[src/rtl/dma_pkg.sv]
package dma_pkg;

    typedef enum logic [1:0] {
        ST_IDLE = 2'd0,
        ST_REQ  = 2'd1,
        ST_MOVE = 2'd2
    } dma_state_e;

    localparam logic [1:0] REG_BASE  = 2'd0;
    localparam logic [1:0] REG_COUNT = 2'd1;
    localparam logic [1:0] REG_CTRL  = 2'd2;

    localparam int CTRL_GO_BIT  = 0;
    localparam int CTRL_ACK_BIT = 1;

endpackage

[src/rtl/dma_cfg_regs.sv]
module dma_cfg_regs
    import dma_pkg::*;
#(
    parameter int AW = 16,
    parameter int CW = 16,
    localparam int RW = (AW > CW) ? AW : CW
) (
    input  logic          clk,
    input  logic          rst_n,
    input  logic          cfg_we,
    input  logic [1:0]    cfg_addr,
    input  logic [RW-1:0] cfg_wdata,
    output logic [AW-1:0] base_q,
    output logic [CW-1:0] count_q,
    output logic          go_pulse,
    output logic          ack_pulse
);

    logic ctrl_sel;

    assign ctrl_sel  = cfg_we && (cfg_addr == REG_CTRL);
    assign go_pulse  = ctrl_sel && cfg_wdata[CTRL_GO_BIT];
    assign ack_pulse = ctrl_sel && cfg_wdata[CTRL_ACK_BIT];

    always_ff @(posedge clk) begin
        if (!rst_n) begin
            base_q  <= '0;
            count_q <= '0;
        end else if (cfg_we) begin
            if (cfg_addr == REG_BASE)  base_q  <= cfg_wdata[AW-1:0];
            if (cfg_addr == REG_COUNT) count_q <= cfg_wdata[CW-1:0];
        end
    end

endmodule

[src/rtl/dma_addr_gen.sv]
module dma_addr_gen #(
    parameter int AW = 16
) (
    input  logic          clk,
    input  logic          rst_n,
    input  logic          load,
    input  logic [AW-1:0] load_val,
    input  logic          step,
    output logic [AW-1:0] addr_q
);

    localparam logic [AW-1:0] STEP_ONE = AW'(1);

    always_ff @(posedge clk) begin
        if (!rst_n)    addr_q <= '0;
        else if (load) addr_q <= load_val;
        else if (step) addr_q <= addr_q + STEP_ONE;
    end

endmodule

[src/rtl/dma_word_ctr.sv]
module dma_word_ctr #(
    parameter int CW = 16
) (
    input  logic          clk,
    input  logic          rst_n,
    input  logic          load,
    input  logic [CW-1:0] load_val,
    input  logic          step,
    output logic          last
);

    localparam logic [CW-1:0] ONE = CW'(1);

    logic [CW-1:0] remain_q;

    always_ff @(posedge clk) begin
        if (!rst_n)    remain_q <= '0;
        else if (load) remain_q <= load_val;
        else if (step) remain_q <= remain_q - ONE;
    end

    assign last = (remain_q == ONE);

endmodule

[src/rtl/dma_fsm.sv]
module dma_fsm
    import dma_pkg::*;
(
    input  logic clk,
    input  logic rst_n,
    input  logic go,
    input  logic ack,
    input  logic cnt_zero,
    input  logic last_word,
    input  logic bus_gnt,
    input  logic src_valid,
    input  logic mem_ready,
    output logic load,
    output logic fire,
    output logic bus_req,
    output logic src_ready,
    output logic mem_we,
    output logic irq
);

    dma_state_e state_q, state_d;
    logic       done;
    logic       own;

    // state register
    always_ff @(posedge clk) begin
        if (!rst_n) state_q <= ST_IDLE;
        else        state_q <= state_d;
    end

    // next state
    always_comb begin
        state_d = state_q;
        unique case (state_q)
            ST_IDLE: if (go && !cnt_zero) state_d = ST_REQ;
            ST_REQ:  if (bus_gnt)         state_d = ST_MOVE;
            ST_MOVE: begin
                if (fire && last_word) state_d = ST_IDLE;
                else if (!bus_gnt)     state_d = ST_REQ;
            end
            default: state_d = ST_IDLE;
        endcase
    end

    // outputs
    always_comb begin
        load      = 1'b0;
        bus_req   = 1'b0;
        own       = 1'b0;
        done      = 1'b0;
        unique case (state_q)
            ST_IDLE: begin
                load = go;
                done = go && cnt_zero;
            end
            ST_REQ: begin
                bus_req = 1'b1;
            end
            ST_MOVE: begin
                bus_req = 1'b1;
                own     = bus_gnt;
            end
            default: ;
        endcase
        mem_we    = own && src_valid;
        src_ready = own && mem_ready;
        fire      = own && src_valid && mem_ready;
        if (fire && last_word) done = 1'b1;
    end

    // interrupt: completion wins over acknowledge
    always_ff @(posedge clk) begin
        if (!rst_n)    irq <= 1'b0;
        else if (done) irq <= 1'b1;
        else if (ack)  irq <= 1'b0;
    end

endmodule

[src/rtl/dma_engine.sv]
module dma_engine
    import dma_pkg::*;
#(
    parameter int AW = 16,
    parameter int CW = 16,
    parameter int DW = 32,
    localparam int RW = (AW > CW) ? AW : CW
) (
    input  logic          clk,
    input  logic          rst_n,
    input  logic          cfg_we,
    input  logic [1:0]    cfg_addr,
    input  logic [RW-1:0] cfg_wdata,
    output logic          bus_req,
    input  logic          bus_gnt,
    input  logic          src_valid,
    input  logic [DW-1:0] src_data,
    output logic          src_ready,
    output logic          mem_we,
    output logic [AW-1:0] mem_addr,
    output logic [DW-1:0] mem_wdata,
    input  logic          mem_ready,
    output logic          irq
);

    logic [AW-1:0] base_q;
    logic [CW-1:0] count_q;
    logic          go_pulse, ack_pulse;
    logic          load, fire, last_word;

    dma_cfg_regs #(.AW(AW), .CW(CW)) i_regs (
        .clk       (clk),
        .rst_n     (rst_n),
        .cfg_we    (cfg_we),
        .cfg_addr  (cfg_addr),
        .cfg_wdata (cfg_wdata),
        .base_q    (base_q),
        .count_q   (count_q),
        .go_pulse  (go_pulse),
        .ack_pulse (ack_pulse)
    );

    dma_addr_gen #(.AW(AW)) i_addr (
        .clk      (clk),
        .rst_n    (rst_n),
        .load     (load),
        .load_val (base_q),
        .step     (fire),
        .addr_q   (mem_addr)
    );

    dma_word_ctr #(.CW(CW)) i_cnt (
        .clk      (clk),
        .rst_n    (rst_n),
        .load     (load),
        .load_val (count_q),
        .step     (fire),
        .last     (last_word)
    );

    dma_fsm i_fsm (
        .clk       (clk),
        .rst_n     (rst_n),
        .go        (go_pulse),
        .ack       (ack_pulse),
        .cnt_zero  (count_q == '0),
        .last_word (last_word),
        .bus_gnt   (bus_gnt),
        .src_valid (src_valid),
        .mem_ready (mem_ready),
        .load      (load),
        .fire      (fire),
        .bus_req   (bus_req),
        .src_ready (src_ready),
        .mem_we    (mem_we),
        .irq       (irq)
    );

    assign mem_wdata = src_data;

endmodule


[config.mk]
export PLATFORM = sky130hd
export DESIGN_NAME = dma_engine
export DESIGN_NICKNAME = d
export VERILOG_FILES = /design/src/rtl/dma_pkg.sv /design/src/rtl/dma_cfg_regs.sv /design/src/rtl/dma_addr_gen.sv /design/src/rtl/dma_word_ctr.sv /design/src/rtl/dma_fsm.sv /design/src/rtl/dma_engine.sv
export SDC_FILE = /design/constraint.sdc
export NUM_CORES = 1
export LEC_CHECK = 0
export ABC_AREA = 0
export BUFFER_PORTS_ARGS = -buffer_cell sky130_fd_sc_hd__buf_2
export CAP_MARGIN = 15
export CORE_MARGIN = 5
export CORE_UTILIZATION = 51
export DETAILED_ROUTE_END_ITERATION = 12
export HOLD_SLACK_MARGIN = 0.15
export PLACE_DENSITY_LB_ADDON = 0.12
export SYNTH_ARGS = -nofsm -noshare
export SYNTH_HDL_FRONTEND = slang
export SYNTH_SLANG_ARGS = --single-unit
[constraint.sdc]
create_clock -name clk -period 2.27 [get_ports clk]
set_input_delay 0.1135 -clock clk [delete_from_list [all_inputs] [get_ports clk]]
set_output_delay 0.1135 -clock clk [all_outputs]
set_load 0.1 [all_outputs]
* Word level (Yosys, flattened, before mapping)
Cells that the tools add are included.
** Operators by class
- $add $sub $neg :: 2
- Equality and inequality tests :: 8
- Mux-type cells :: 16
- Reductions and logical operators :: 19
** Operators with widths (count)
- two-way mux 16 bit :: 4
- adder 16 x 1 -> 16 bit, second input constant :: 1
- == test 16 x 1 -> 1 bit, second input constant :: 1
- zero test 16 bit :: 1
- subtractor 16 x 1 -> 16 bit, second input constant :: 1
- logical AND 1 bit :: 9
- two-way mux 2 bit :: 4
- two-way mux 1 bit :: 7
- case mux 2 bit (3 select lines) :: 1
- == test 2 x 1 -> 1 bit, second input constant :: 2
- == test 2 bit, second input constant :: 2
- zero test 2 bit :: 2
- AND reduction 2 bit :: 2
- nonzero test 2 bit :: 2
- != test 3 x 2 -> 1 bit, second input constant :: 1
- AND reduction 3 bit :: 1
- != test 2 x 1 -> 1 bit, second input constant :: 1
- != test 2 bit, second input constant :: 1
- OR reduction 2 bit :: 1
- zero test 1 bit :: 1
** Word-level totals
- Bits in registers :: 67
- Bits of input ports :: 56
- Output and inout bits :: 52

* Longest topological paths before layout
Gate-level depths: netlist of run 1.
- Depth after elaboration :: 7
- Gate-level depth with buffers :: 8
- Gate-level depth less buffers :: 7

* By module
A second synthesis of run 1 with hierarchy kept.
** Unflattened totals
- Cell total of the unflattened synthesis :: 390
- Area total of the unflattened synthesis :: 3604.7 um2
** Modules (own cells, without submodules)
- dma_cfg_regs :: times used 1, cells each 126, area an instance 1297.5 um2, seq. area each 640.6 um2
- dma_addr_gen :: times used 1, cells each 99, area an instance 919.6 um2, seq. area each 320.3 um2
- dma_word_ctr :: times used 1, cells each 98, area an instance 849.6 um2, seq. area each 320.3 um2
- dma_engine :: times used 1, cells each 37, area an instance 274.0 um2, seq. area each 0.0 um2
- dma_fsm :: times used 1, cells each 30, area an instance 264.0 um2, seq. area each 60.1 um2

* Least setup slack after synthesis of run 1
No wires, ideal clock.
- Path type :: register -> register
- From :: reg i_addr.addr_q[4]
- To :: reg i_addr.addr_q[15]
- Setup time :: 0.070 ns
- Data arrival time :: 2.232 ns
- Required time :: 2.200 ns
- Path slack :: -0.032 ns
- Stages on the path, launching flop included :: 6
- Clock period less this slack :: 2.302 ns
- Path through :: dfxtp_1 nand4_1 nor4_4 nand4_1 xor2_1 a21oi_1
** On the way
- Longest elaborated chain between the ends :: 3
** Ends and longest elaborated chain
- from (decl) :: RTL line dma_addr_gen.sv:9 : output logic [AW-1:0] addr_q
- from (signal assigned) :: RTL line dma_addr_gen.sv:16 : else if (load) addr_q <= load_val;
- from (signal assigned) :: RTL line dma_addr_gen.sv:17 : else if (step) addr_q <= addr_q + STEP_ONE;
- adder 16 x 1 -> 16 bit :: RTL line dma_addr_gen.sv:17
- two-way mux 16 bit :: RTL line dma_addr_gen.sv:17
- two-way mux 16 bit :: RTL line dma_addr_gen.sv:16
No other way between the ends. The select of a mux whose other input is x is not followed.
A chain may end at the register's enable or synchronous reset.

* Worst setup path after layout of run 1
- From :: reg i_fsm.state_q[0]
- To :: reg i_cnt.remain_q[6]
** On the way
- Longest elaborated chain between the ends :: 5
- Elaborated cells between the ends (all ways) :: 8
- Classes of those cells :: eq/ne: 1; mux: 3; reduce/logical: 4
** Ends and longest elaborated chain
- from (decl) :: RTL line dma_fsm.sv:21 : dma_state_e state_q, state_d;
- from (signal assigned) :: RTL line dma_fsm.sv:28 : else state_q <= state_d;
- == test 2 bit :: RTL line dma_fsm.sv:51 : unique case (state_q)
- two-way mux 1 bit :: RTL line dma_fsm.sv:51
- logical AND 1 bit (2 in a row) :: RTL line dma_fsm.sv:67 : fire = own && src_valid && mem_ready;
- nonzero test 2 bit (no source line)
- to (signal assigned) :: RTL line dma_word_ctr.sv:18 : else if (load) remain_q <= load_val;
- to (signal assigned) :: RTL line dma_word_ctr.sv:19 : else if (step) remain_q <= remain_q - ONE;
- to (decl) :: RTL line dma_word_ctr.sv:14 : logic [CW-1:0] remain_q;
Parallel ways exist; a longest one is shown, timed or not.

==> metrics.sh, run 1 <==
STATUS='completed'
ROUTABILITYCONGESTION=0.8134
ARR_TIME_CRIT_PATH_NS=2.30
NUM_IO_PINS=108
LAYOUT_COMMONEST_CELL='nand2_1'
CP_TOP_FAMILY='simple AND/OR/NAND/NOR gates'
FINALHOLDVIOLCOUNT=0
LAYOUT_WORST_PATH_CYCLE_SHARE_PCT=92.47
CTS.PATH.MAX_BUFFERS=2
CELLINTERNALPOWER_uW=1908
SYNTH_SIMPLE_GATE_AREA_SHARE_PCT=21.57
HOLDWS_NS=0.1941
AREA.SEQUENTIAL_UM2=1345
DETAIL_ROUTE.WIRELENGTH_UM=7698
DRC=0
SYNTH_TOP_FAMILY_BY_AREA='simple AND/OR/NAND/NOR gates'
YOSYSWARNINGCOUNT=0
RELSLEWSLACK_PCT=52.02
SEQ_AREA_FRAC_SYNTH_PCT=39.33
DRT-PASS1-ITER-COUNT=4
CRITPATHCAPTURETYPE='flip-flop'
SW_RATIO_PCT=26.92
TOTAL_ROUTING_USAGE_REPORTED_BY_GLOBAL_ROUTING_PCT=18.76
P_LEAK_uW=0.001551
DESIGN.CORE.AREA_UM2=6422
FMAX_GHz=0.4764
MAX_STAGE_DELAY_NS=0.43
SYNTH-MAIN-FF-CELL='dfxtp_1'
DRV_CAP=0
ROOT_BUFFER_CELL='clkbuf_8'
DRT_ITER0_MARKERS=116
VIA_COUNT=2760
CTS_INSERTED_BUFFERS=9
PATH_BUF_INV=1
FINAL-SETUP-VIOL-COUNT=0
FINALNETCOUNT=497
MULTI_INPUT_AREA_UM2=1715
YOSYS.AREA_SHARE.ADDER_PCT=2.935
SYN-MEAN-INSTANCE-AREA_UM2=8.279
HOLDCRITPATHCLASS='in2reg'
DRT-WIRELENGTH-PER-CELL_UM=14.98
MIN_PERIOD_NS=2.099
SYNTH_CELL_TYPE_COUNT=37
TIGHTEST_SLEW_NS=0.7197
POWER_FRAC_COMB_PCT=14.2
TOTAL_SWITCHING_POWER_uW=702.7
FLOORPLAN.DIE.WIDTH_UM=91.78
POST_SYNTH_XOR_AREA_FRACTION_PCT=7.190
CLK-INSERTION-DELAY-LATE_NS=0.33
AREA_FRACTION_IN_COMPOUND_GATES_AFTER_SYNTHESIS_PCT=17.72
FINAL.SETUP_SKEW_NS=0.007153
VIAS_PER_CELL=5.370
DIE_Y_UM=91.78
POSTSYNTHCELLCOUNT=412
FLOORPLAN.INITIALDENSITY_PCT=53.11
FINAL.FILL_COUNT=595
POST_SYNTH_MUX_AREA_SHARE_PCT=0.8804
POSTROUTEANTENNANETS=0
OVERFLOW=0
DIE_AREA_UM2=8424
CRIT_REQUIRED_NS=2.47
NUMPORTBUFFERS=43
ASYNCSETRESETFLOPFRACSYNTH_PCT=0
DPL.CELL_COUNT=483
NUMCLOCKSINKS=67
TIMING.SETUP.TNS_NS=0
GRT_PASS1_VIAS=2604
SYNTH_ENABLE_FLOP_CELLS=0
CRIT_FANOUT=8
GRT_PASS1_WL_UM=12630
ANTENNA_CELLS=0
TOTAL_POWER_uW=2611
VDD_IR_DROP_MAX_uV=465.4
SHARE_CLK_OF_TOTAL_POWER_PCT=37.4
POWER_DENSITY_nW_PER_UM2=685.3
WORST_SETUP_HOLD_PATH_CLK_SLEW_NS=0.07
SETUP.WORST_PATH.CLASS='reg2reg'
SYNTH.NET_COUNT=476
AREAGROWTHSYNTHTOFINISH_PCT=11.70
POWER.SHARE.SEQUENTIAL_PCT=48.4
ROWS=29
GRT_ANTENNA_BEFORE_REPAIR=0
TIMING.CRITICAL_PATH.CELLS='inv_1, ha_1, and4_1, nand2_1, or3_1, o31ai_1, a31oi_1'
FINALNONFILLERCELLS=514
SYNTH_AREA_UM2=3411
CP_SLOWEST_CELL='and4_1'
CTS_TREE='done'
DRIVE_ABOVE_1_SHARE_PCT=16.93
STARTPOINT_TYPE='flip-flop'
NUMBER_OF_PINS_EXCEEDING_THEIR_MAX_SLEW_LIMIT_IN_THE_FINAL_REPORT=0
MOSTFREQUENTLAYOUTCELLS='nand2_1 (86), dfxtp_1 (64), buf_2 (43)'
GRT_SETUP_UNREPAIRED='false'
CTS.HTREE.LEVELS=3
SYNTH-SEQ-CELLS=67
GRT_START_MAX_NET_PINS=47
DP_HPWL_UM=5454
==> cell usage after synthesis (2+ instances only) <==
cell      number  area (um^2)
a21boi_0      27        202.7
nor2b_1        4        25.02
or2_2          2        12.51
dfxtp_1       67         1341
nor4_1         7        43.79
mux2i_1        3        30.03
o211a_1        7        70.07
nand3_1        6        30.03
a21boi_1       6        45.04
and4_1         3        26.28
nand2_1       86        322.8
nor4_2         2        25.02
ha_1           8        100.1
xnor2_1       14        122.6
nand4_1       10        62.56
inv_1          7        26.28
nor4_4         2        42.54
buf_4         32        240.2
and3_1         2        12.51
nor3_1         5        25.02
o21ai_0       27        135.1
xor2_1        14        122.6
clkbuf_1      22        82.58
nor2_1        12        45.04
a21oi_1       25        125.1
==> layer usage <==
metal  share of wire (%)  GRT usage [%]
met5                   0              0
met4                0.74          5.941
met3                 5.3          5.892
met2                  47          29.15
met1                  47          24.90
==> power groups by stage <==
stage	clock (uW)	combinational (uW)	sequential (uW)
CTS	1010	370	1260
floorplan	0	449	1360
detailed placement	0	348	1290
finish	978	369	1260
global placement	0	347	1290
global route	1060	401	1270
==> worst reg2reg max path: cells and delay by family, from the launching register on <==
kind | cells | cell delay [ns]
simple gates | 3 | 0.93
flops | 1 | 0.35
buf+inv | 1 | 0.09
fa+ha+maj | 1 | 0.25
compound gates | 2 | 0.36
==> flip-flops by register name (all words and copies together) (netlist names) <==
| signal | cells |
|---|---|
| i_fsm.irq | 1 |
| i_regs.count_q | 16 |
| i_addr.addr_q | 16 |
| i_cnt.remain_q | 16 |
| i_regs.base_q | 16 |
| i_fsm.state_q | 2 |
==> through the flow <==
stage	utilization [%]	area, um^2	setup WS (ns)
2_1_floorplan	-	3415	-0.001047
3_3_place_gp	53.81	3456	0.2605
3_5_place_dp	53.81	3456	0.2061
4_1_cts	59.32	3810	0.1459
5_1_grt	59.32	3810	0.03108
6_report	59.32	3810	0.1709
==> what timing repair did <==
item / in CTS / in global routing
hold buffers: 16 / 0
gates resized for setup: 0 / 0
hold endpoints to repair: 32 / 0
setup buffers: 0 / 0
==> final timing paths <==
kind | from | end | slack, ns | depth (start not counted)
setup / recovery | i_fsm.state_q[0]$_SDFFE_PN0P_ | i_cnt.remain_q[6]$_SDFFE_PN0P_ | 0.17 | 7
hold / removal | bus_gnt | i_fsm.state_q[1]$_SDFFE_PN0P_ | 0.19 | 3
setup reg to reg | i_fsm.state_q[0]$_SDFFE_PN0P_ | i_cnt.remain_q[6]$_SDFFE_PN0P_ | 0.17 | 7
hold reg to reg | i_regs.base_q[7]$_SDFFE_PN0P_ | i_regs.base_q[7]$_SDFFE_PN0P_ | 0.45 | 2
==> final cells by class <==
type	instances	area share, %
Multi-Input combinational cell	283	45.02
Clock buffer	13	4.171
Tap cell	77	2.529
Sequential cell	67	35.30
Timing Repair Buffer	65	11.36
Clock inverter	2	0.9195
Inverter	7	0.6897
==> cells by family (layout without fill, tap and decap cells) <==
logic type	after synthesis	after routing
compound gates	95	95
xor+xnor	28	28
fa+ha+maj	8	8
buf+inv	62	87
flops	67	67
mux	3	3
simple gates	149	149
Note: power is estimated with default switching activity, not from simulation.
==> inputs of run 2 (changes only) <==
- BUFFER_PORTS_ARGS: -buffer_cell sky130_fd_sc_hd__buf_2 -> default
- CORE_UTILIZATION: 51 -> 62
- DONT_BUFFER_PORTS: default -> 1
==> run 2 against run 1 <==
Combinational power about the same. Highest routed layer unchanged. Register-to-register slack better by 0.12 ns. First-iteration DRC count is 28% higher. Wire length shrank 4.1%. Hold slack lost 0.029 ns. Worst setup slack gained 0.12 ns. Die area is 16% lower. Non-clock buffer count decreased by 14. Clock-buffer cell count down 1.
==> metrics.sh, run 2 (synthesis gave the netlist of run 1 again) <==
POST_CTS.RESIZED_INSTANCES=0  # unchanged
FLOORPLAN.INITIALDENSITY_PCT=62.71  # was 53.11%
CTS_HOLD_REPAIR.BUFFERS=26  # was 16
HOLDWS_NS=0.1647  # was 0.1941 ns
NUMCLOCKSINKS=67  # unchanged
WORST_SETUP_HOLD_PATH_CLK_SLEW_NS=0.07  # about the same
MAX_STAGE_DELAY_NS=0.36  # was 0.43 ns
ANTENNA_CELLS=0  # unchanged
TOTAL_ROUTING_USAGE_REPORTED_BY_GLOBAL_ROUTING_PCT=21.92  # was 18.76%
NUM_IO_PINS=108  # unchanged
DRIVE_ABOVE_1_SHARE_PCT=12.32  # was 16.93%
NUMPORTBUFFERS=0  # was 43
TIMING.RR.START='i_fsm.state_q[0]$_SDFFE_PN0P_'  # unchanged
FLOORPLAN.DIE.WIDTH_UM=84.17  # was 91.78 um
GRT_ANTENNA_BEFORE_REPAIR=0  # unchanged
ROWS=27  # was 29
REGTOREGENDPOINT='i_cnt.remain_q[6]$_SDFFE_PN0P_'  # unchanged
RELSLEWSLACK_PCT=60.80  # was 52.02%
STATUS='completed'  # unchanged
POWER_DENSITY_nW_PER_UM2=684.7  # was 685.3 nW/um^2
LAYOUT_COMMONEST_CELL='nand2_1'  # unchanged
LAYOUT_WORST_PATH_CYCLE_SHARE_PCT=86.99  # was 92.47%
FMAX_GHz=0.5064  # was 0.4764 GHz
TIGHTEST_SLEW_NS=0.5881  # was 0.7197 ns
ROOT_BUFFER_CELL='clkbuf_8'  # unchanged
AREAGROWTHSYNTHTOFINISH_PCT=12.80  # was 11.70%
FINALNETCOUNT=483  # was 497
FINAL-SETUP-VIOL-COUNT=0  # unchanged
CTS_TREE='done'  # unchanged
POSTROUTEANTENNANETS=0  # unchanged
DRV_CAP=0  # unchanged
REG2REG_SLACK_NS=0.30  # was 0.17 ns
DIE_AREA_UM2=7085  # was 8424 um^2
MIN_PATH_CELLS=4  # was 3
OVERFLOW=0  # unchanged
P_LEAK_uW=0.001503  # was 0.001551 uW
POSTCTSSETUPREPAIRBUFS=0  # unchanged
ARR_TIME_CRIT_PATH_NS=2.19  # was 2.30 ns
FINALHOLDVIOLCOUNT=0  # unchanged
VIA_COUNT=2745  # was 2760
CLK-INSERTION-DELAY-LATE_NS=0.34  # was 0.33 ns
CP_SLOWEST_CELL='or3_1'  # was and4_1
DETAIL_ROUTE.WIRELENGTH_UM=7385  # was 7698 um
DRT-WIRELENGTH-PER-CELL_UM=14.95  # was 14.98 um
GRT_SETUP_UNREPAIRED='false'  # unchanged
CTS.PATH.MAX_BUFFERS=2  # unchanged
DRT-PASS1-ITER-COUNT=4  # unchanged
REG2REGPATHDEPTH=7  # unchanged
CRIT_REQUIRED_NS=2.48  # was 2.47 ns
PRE_CTS_SLACK_NS=0.3050  # was 0.2061 ns
TOTAL_POWER_uW=2634  # was 2611 uW
CP_TOP_FAMILY='simple AND/OR/NAND/NOR gates'  # unchanged
DRT_ITER0_MARKERS=149  # was 116
TIMING.HOLD.WORST.START='cfg_addr[1]'  # was bus_gnt
CRITPATHCAPTURETYPE='flip-flop'  # unchanged
HOLDCRITPATHCLASS='in2reg'  # unchanged
FINAL.SETUP_SKEW_NS=0.003541  # was 0.007153 ns
CTS.HTREE.LEVELS=3  # unchanged
GRT_PASS1_WL_UM=12650  # was 12630 um
VIAS_PER_CELL=5.557  # was 5.370
VDD_IR_DROP_MAX_uV=498.6  # was 465.4 uV
TIMING.FINAL.WS_SETUP_NS=0.2953  # was 0.1709 ns
ROUTABILITYCONGESTION=0.7838  # was 0.8134
MIN_PERIOD_NS=1.975  # was 2.099 ns
GRT_START_MAX_NET_PINS=70  # was 47
NUMBER_OF_PINS_EXCEEDING_THEIR_MAX_SLEW_LIMIT_IN_THE_FINAL_REPORT=0  # unchanged
SETUP.WORST_PATH.CLASS='reg2reg'  # unchanged
PATH_BUF_INV=1  # unchanged
DIE_Y_UM=84.17  # was 91.78 um
DESIGN.CORE.AREA_UM2=5439  # was 6422 um^2
STARTPOINT_TYPE='flip-flop'  # unchanged
CRIT_FANOUT=6  # was 8
CTS_INSERTED_BUFFERS=9  # unchanged
TIMING.CRITICAL_PATH.CELLS='inv_1, ha_1, and4_1, nand2_1, or3_1, o31ai_1, a31oi_1'  # unchanged
GRT_PASS1_VIAS=2624  # was 2604
MOSTFREQUENTLAYOUTCELLS='nand2_1 (86), dfxtp_1 (64), a21boi_0 (27), o21ai_0 (27)'  # was nand2_1 (86), dfxtp_1 (64), buf_2 (43)
FINAL.FILL_COUNT=448  # was 595
DP_HPWL_UM=5154  # was 5454 um
HOLD-PATH-ENDPOINT='i_regs.base_q[7]$_SDFFE_PN0P_'  # was i_fsm.state_q[1]$_SDFFE_PN0P_
DRC=0  # unchanged
[run 2: changes by cell type in the layout (fill, tap and decap cells not counted)]
cell / delta
buf_4: +19
dlygate4sd3_1: +9
buf_12: +1
buf_2: -43
clkbuf_1: -2
clkbuf_8: +1
[run 2: through the flow]
stage	setup TNS, ns	instances	cell area (um^2)	utilization [%]
finish	0	494	3847	70.74
global route	0	494	3847	70.74
CTS	0	494	3847	70.74
detailed placement	0	454	3377	62.09
global placement	0	454	3377	62.09
floorplan	-0.001047	412	3415	-
[run 2: worst max-delay path by stage]
stage | from | to | slack (ns) | cells past startpoint
2_1_floorplan | i_addr.addr_q[5]$_SDFFE_PN0P_ | i_addr.addr_q[15]$_SDFFE_PN0P_ | -0.001 | 5
3_5_place_dp | i_fsm.state_q[0]$_SDFFE_PN0P_ | i_cnt.remain_q[10]$_SDFFE_PN0P_ | 0.30 | 7
6_report | i_fsm.state_q[0]$_SDFFE_PN0P_ | i_cnt.remain_q[6]$_SDFFE_PN0P_ | 0.30 | 7
3_3_place_gp | i_fsm.state_q[0]$_SDFFE_PN0P_ | i_cnt.remain_q[10]$_SDFFE_PN0P_ | 0.39 | 7
5_1_grt | i_fsm.state_q[0]$_SDFFE_PN0P_ | i_cnt.remain_q[10]$_SDFFE_PN0P_ | 0.1 | 7
4_1_cts | i_fsm.state_q[0]$_SDFFE_PN0P_ | i_cnt.remain_q[10]$_SDFFE_PN0P_ | 0.28 | 7
[run 2: area by class of cell]
class / count / area (um^2) / share of cell area, %
Tap cell: 72 / 90.09 / 2.341
Timing Repair Buffer: 51 / 470.5 / 12.23
Clock buffer: 12 / 165.2 / 4.293
Clock inverter: 2 / 35.03 / 0.9106
Multi-Input combinational cell: 283 / 1715 / 44.59
Inverter: 7 / 26.28 / 0.6829
Sequential cell: 67 / 1345 / 34.96
[run 2: layer usage]
layer / global-route usage, % / vias up / part of all wire, %
li1: - / 1387 / -
met1: 29.44 / 1277 / 49
met2: 33.07 / 71 / 44
met3: 6.968 / 10 / 5.8
met4: 8.041 / 0 / 1.6
met5: 0 / - / 0
[run 2: report_power, final]
| part | total (uW) | switching (uW) | internal (uW) |
|---|---|---|---|
| Sequential | 1260 | 38.5 | 1220 |
| Clock | 1000 | 421 | 583 |
| Combinational | 371 | 239 | 132 |
| Total | 2630 | 699 | 1940 |
[run 2: worst register-to-register path, stage by stage, from the launching register on]
cell and delay (ns):
dfxtp_1 0.35, inv_1 0.09, ha_1 0.26, and4_1 0.31, nand2_1 0.11, or3_1 0.36, o31ai_1 0.25, a31oi_1 0.11
==> inputs of run 3 (changes only) <==
- CORE_UTILIZATION: 62 -> 55
==> run 3 against run 2 <==
Clock-buffer cell count stayed put. Register-to-register slack hardly changed. Combinational power rose by 2%.
==> metrics.sh, run 3 (synthesis gave the netlist of run 1 again) <==
CRIT_FANOUT=6  # unchanged
DRT_ITER0_MARKERS=108  # was 149
GRT_SETUP_UNREPAIRED='false'  # unchanged
GRT_ANTENNA_BEFORE_REPAIR=0  # unchanged
TIMING.SETUP.TNS_NS=0  # unchanged
TIMING.HOLD.WORST.START='cfg_we'  # was cfg_addr[1]
HOLDCRITPATHCLASS='in2reg'  # unchanged
ARR_TIME_CRIT_PATH_NS=2.20  # was 2.19 ns
DRV_CAP=0  # unchanged
DETAIL_ROUTE.WIRELENGTH_UM=7876  # was 7385 um
OVERFLOW=0  # unchanged
ROUTABILITYCONGESTION=0.8451  # was 0.7838
ROWS=28  # was 27
USE_MET1_PCT=26.53  # was 29.44%
STATUS='completed'  # unchanged
MIN_PERIOD_NS=1.988  # was 1.975 ns
CTS.PATH.MAX_BUFFERS=2  # unchanged
CTS_INSERTED_BUFFERS=9  # unchanged
GRT_USE_MET3_PCT=7.263  # was 6.968%
DRC=0  # unchanged
HOLDWS_NS=0.2013  # was 0.1647 ns
TIMING.RR.START='i_fsm.state_q[0]$_SDFFE_PN0P_'  # unchanged
REG2REG_SLACK_NS=0.28  # was 0.30 ns
POSTROUTEANTENNANETS=0  # unchanged
CP_SLOWEST_CELL='dfxtp_1'  # was or3_1
REG2REGPATHDEPTH=7  # unchanged
DESIGN.CORE.AREA_UM2=5991  # was 5439 um^2
TOTAL_ROUTING_USAGE_REPORTED_BY_GLOBAL_ROUTING_PCT=21.30  # was 21.92%
TIGHTEST_SLEW_NS=0.5862  # was 0.5881 ns
AREAGROWTHSYNTHTOFINISH_PCT=12.62  # was 12.80%
TIMING.CRITICAL_PATH.CELLS='inv_1, ha_1, and4_1, nand2_1, or3_1, o31ai_1, a31oi_1'  # unchanged
NUMCLOCKSINKS=67  # unchanged
POSTPLACECELLAREA_UM2=3381  # was 3377 um^2
FINALNONFILLERCELLS=500  # was 494
SETUP.WORST_PATH.CLASS='reg2reg'  # unchanged
LAYOUT_COMMONEST_CELL='nand2_1'  # unchanged
FINAL.SETUP_SKEW_NS=0.006802  # was 0.003541 ns
FLOORPLAN.DIE.WIDTH_UM=88.75  # was 84.17 um
CRIT_REQUIRED_NS=2.49  # was 2.48 ns
STARTPOINT_TYPE='flip-flop'  # unchanged
CTS_TREE='done'  # unchanged
NUMPORTBUFFERS=0  # unchanged
CRITPATHCAPTURETYPE='flip-flop'  # unchanged
VDD_IR_DROP_MAX_uV=497.6  # was 498.6 uV
POSTLAYOUTCELLAREA_UM2=3841  # was 3847 um^2
POSTCTSSETUPREPAIRBUFS=0  # unchanged
DIE_Y_UM=88.75  # was 84.17 um
DPL.CELL_COUNT=457  # was 454
POWER_DENSITY_nW_PER_UM2=658.0  # was 684.7 nW/um^2
FINALNETCOUNT=484  # was 483
POST_CTS.RESIZED_INSTANCES=0  # unchanged
TOP_USAGE_LAYER='met2'  # unchanged
DRIVE_ABOVE_1_SHARE_PCT=12.47  # was 12.32%
FLOORPLAN.INITIALDENSITY_PCT=56.93  # was 62.71%
DRT-PASS1-ITER-COUNT=4  # unchanged
FINISH.UTILIZATION_PCT=64.12  # was 70.74%
ANTENNA_CELLS=0  # unchanged
DRT-WIRELENGTH-PER-CELL_UM=15.75  # was 14.95 um
GRT_PASS1_WL_UM=12940  # was 12650 um
FMAX_GHz=0.5030  # was 0.5064 GHz
GRT_PASS1_VIAS=2731  # was 2624
VIAS_PER_CELL=5.566  # was 5.557
DIE_AREA_UM2=7877  # was 7085 um^2
DP_HPWL_UM=5454  # was 5154 um
MIN_PATH_CELLS=3  # was 4
MOSTFREQUENTLAYOUTCELLS='nand2_1 (86), dfxtp_1 (64), a21boi_0 (27), o21ai_0 (27), dlygate4sd3_1 (26)'  # was nand2_1 (86), dfxtp_1 (64), a21boi_0 (27), o21ai_0 (27)
ROOT_BUFFER_CELL='clkbuf_8'  # unchanged
CTS.HTREE.LEVELS=3  # unchanged
FINALHOLDVIOLCOUNT=0  # unchanged
HOLD-PATH-ENDPOINT='i_cnt.remain_q[6]$_SDFFE_PN0P_'  # was i_regs.base_q[7]$_SDFFE_PN0P_
LAYOUT_WORST_PATH_CYCLE_SHARE_PCT=87.58  # was 86.99%
GLOBALROUTEMET2UTIL_PCT=34.62  # was 33.07%
REGTOREGENDPOINT='i_cnt.remain_q[6]$_SDFFE_PN0P_'  # unchanged
GRT_START_MAX_NET_PINS=70  # unchanged
CLK-INSERTION-DELAY-LATE_NS=0.34  # about the same
FINAL.FILL_COUNT=510  # was 448
VIA_COUNT=2783  # was 2745
WORST_SETUP_HOLD_PATH_CLK_SLEW_NS=0.07  # about the same
P_LEAK_uW=0.001488  # was 0.001503 uW
NUMBER_OF_PINS_EXCEEDING_THEIR_MAX_SLEW_LIMIT_IN_THE_FINAL_REPORT=0  # unchanged
NUM_IO_PINS=108  # unchanged
MAX_STAGE_DELAY_NS=0.36  # about the same
FINAL-SETUP-VIOL-COUNT=0  # unchanged
RELSLEWSLACK_PCT=60.92  # was 60.80%
-- run 3: changes by cell type in the layout (fill, tap and decap cells not counted) --
cell / before / now
clkbuf_8: 12 / 11
dlygate4sd3_1: 25 / 26
clkbuf_1: 0 / 1
clkinvlp_4: 0 / 2
bufinv_16: 1 / 0
clkinv_2: 1 / 2
-- run 3: final cells by class --
cell class | instances | area (um^2) | area share [%]
Multi-Input combinational cell | 283 | 1715 | 44.66
Sequential cell | 67 | 1345 | 35.02
Timing Repair Buffer | 52 | 480.5 | 12.51
Clock buffer | 12 | 155.1 | 4.039
Tap cell | 75 | 93.84 | 2.443
Inverter | 7 | 26.28 | 0.6840
Clock inverter | 4 | 25.02 | 0.6515
-- run 3: worst max-delay path by stage --
stage | start | end | slack [ns] | cells past startpoint
after detailed placement | i_fsm.state_q[0]$_SDFFE_PN0P_ | i_addr.addr_q[12]$_SDFFE_PN0P_ | 0.33 | 8
after global placement | i_fsm.state_q[0]$_SDFFE_PN0P_ | i_cnt.remain_q[10]$_SDFFE_PN0P_ | 0.43 | 7
final | i_fsm.state_q[0]$_SDFFE_PN0P_ | i_cnt.remain_q[6]$_SDFFE_PN0P_ | 0.28 | 7
after CTS | i_fsm.state_q[0]$_SDFFE_PN0P_ | i_addr.addr_q[12]$_SDFFE_PN0P_ | 0.31 | 8
after floorplan | i_addr.addr_q[5]$_SDFFE_PN0P_ | i_addr.addr_q[15]$_SDFFE_PN0P_ | -0.001 | 5
after global routing | i_fsm.state_q[0]$_SDFFE_PN0P_ | i_addr.addr_q[15]$_SDFFE_PN0P_ | 0.06 | 8
-- run 3: stage by stage --
stage | power [uW] | worst slack (ns)
floorplan | 1812 | -0.001047
global placement | 1595 | 0.4266
detailed placement | 1600 | 0.3287
CTS | 2547 | 0.3114
finish | 2527 | 0.2820
global route | 2647 | 0.06209
-- run 3: power breakdown --
| part | switching [uW] | internal [uW] |
|---|---|---|
| clock network | 439 | 452 |
| registers | 38.9 | 1220 |
| logic | 244 | 133 |
-- run 3: timing repair --
| item | in CTS | in global routing |
|---|---|---|
| hold buffers | 27 | 0 |
| endpoints found under the setup margin | 0 | 0 |
| endpoints found under the hold margin | 67 | 0 |
-- run 3: routing by layer --
metal  vias to the layer above  share of wire, %  wire length [um]
li1                       1390                 -                 -
met1                      1295                45              3556
met2                        83                47              3678
met3                        15               6.6               517
met4                         0               1.5               122
met5                         -                 0                 0
-- run 3: critical path: cells and delay by family (launching register included) --
| family | cells | cell delay, ns |
|---|---|---|
| AOI/OAI and AO/OA | 2 | 0.36 |
| adders and majority gates | 1 | 0.27 |
| buffers and inverters | 1 | 0.11 |
| DFF | 1 | 0.36 |
| and+or+nand+nor | 3 | 0.74 |
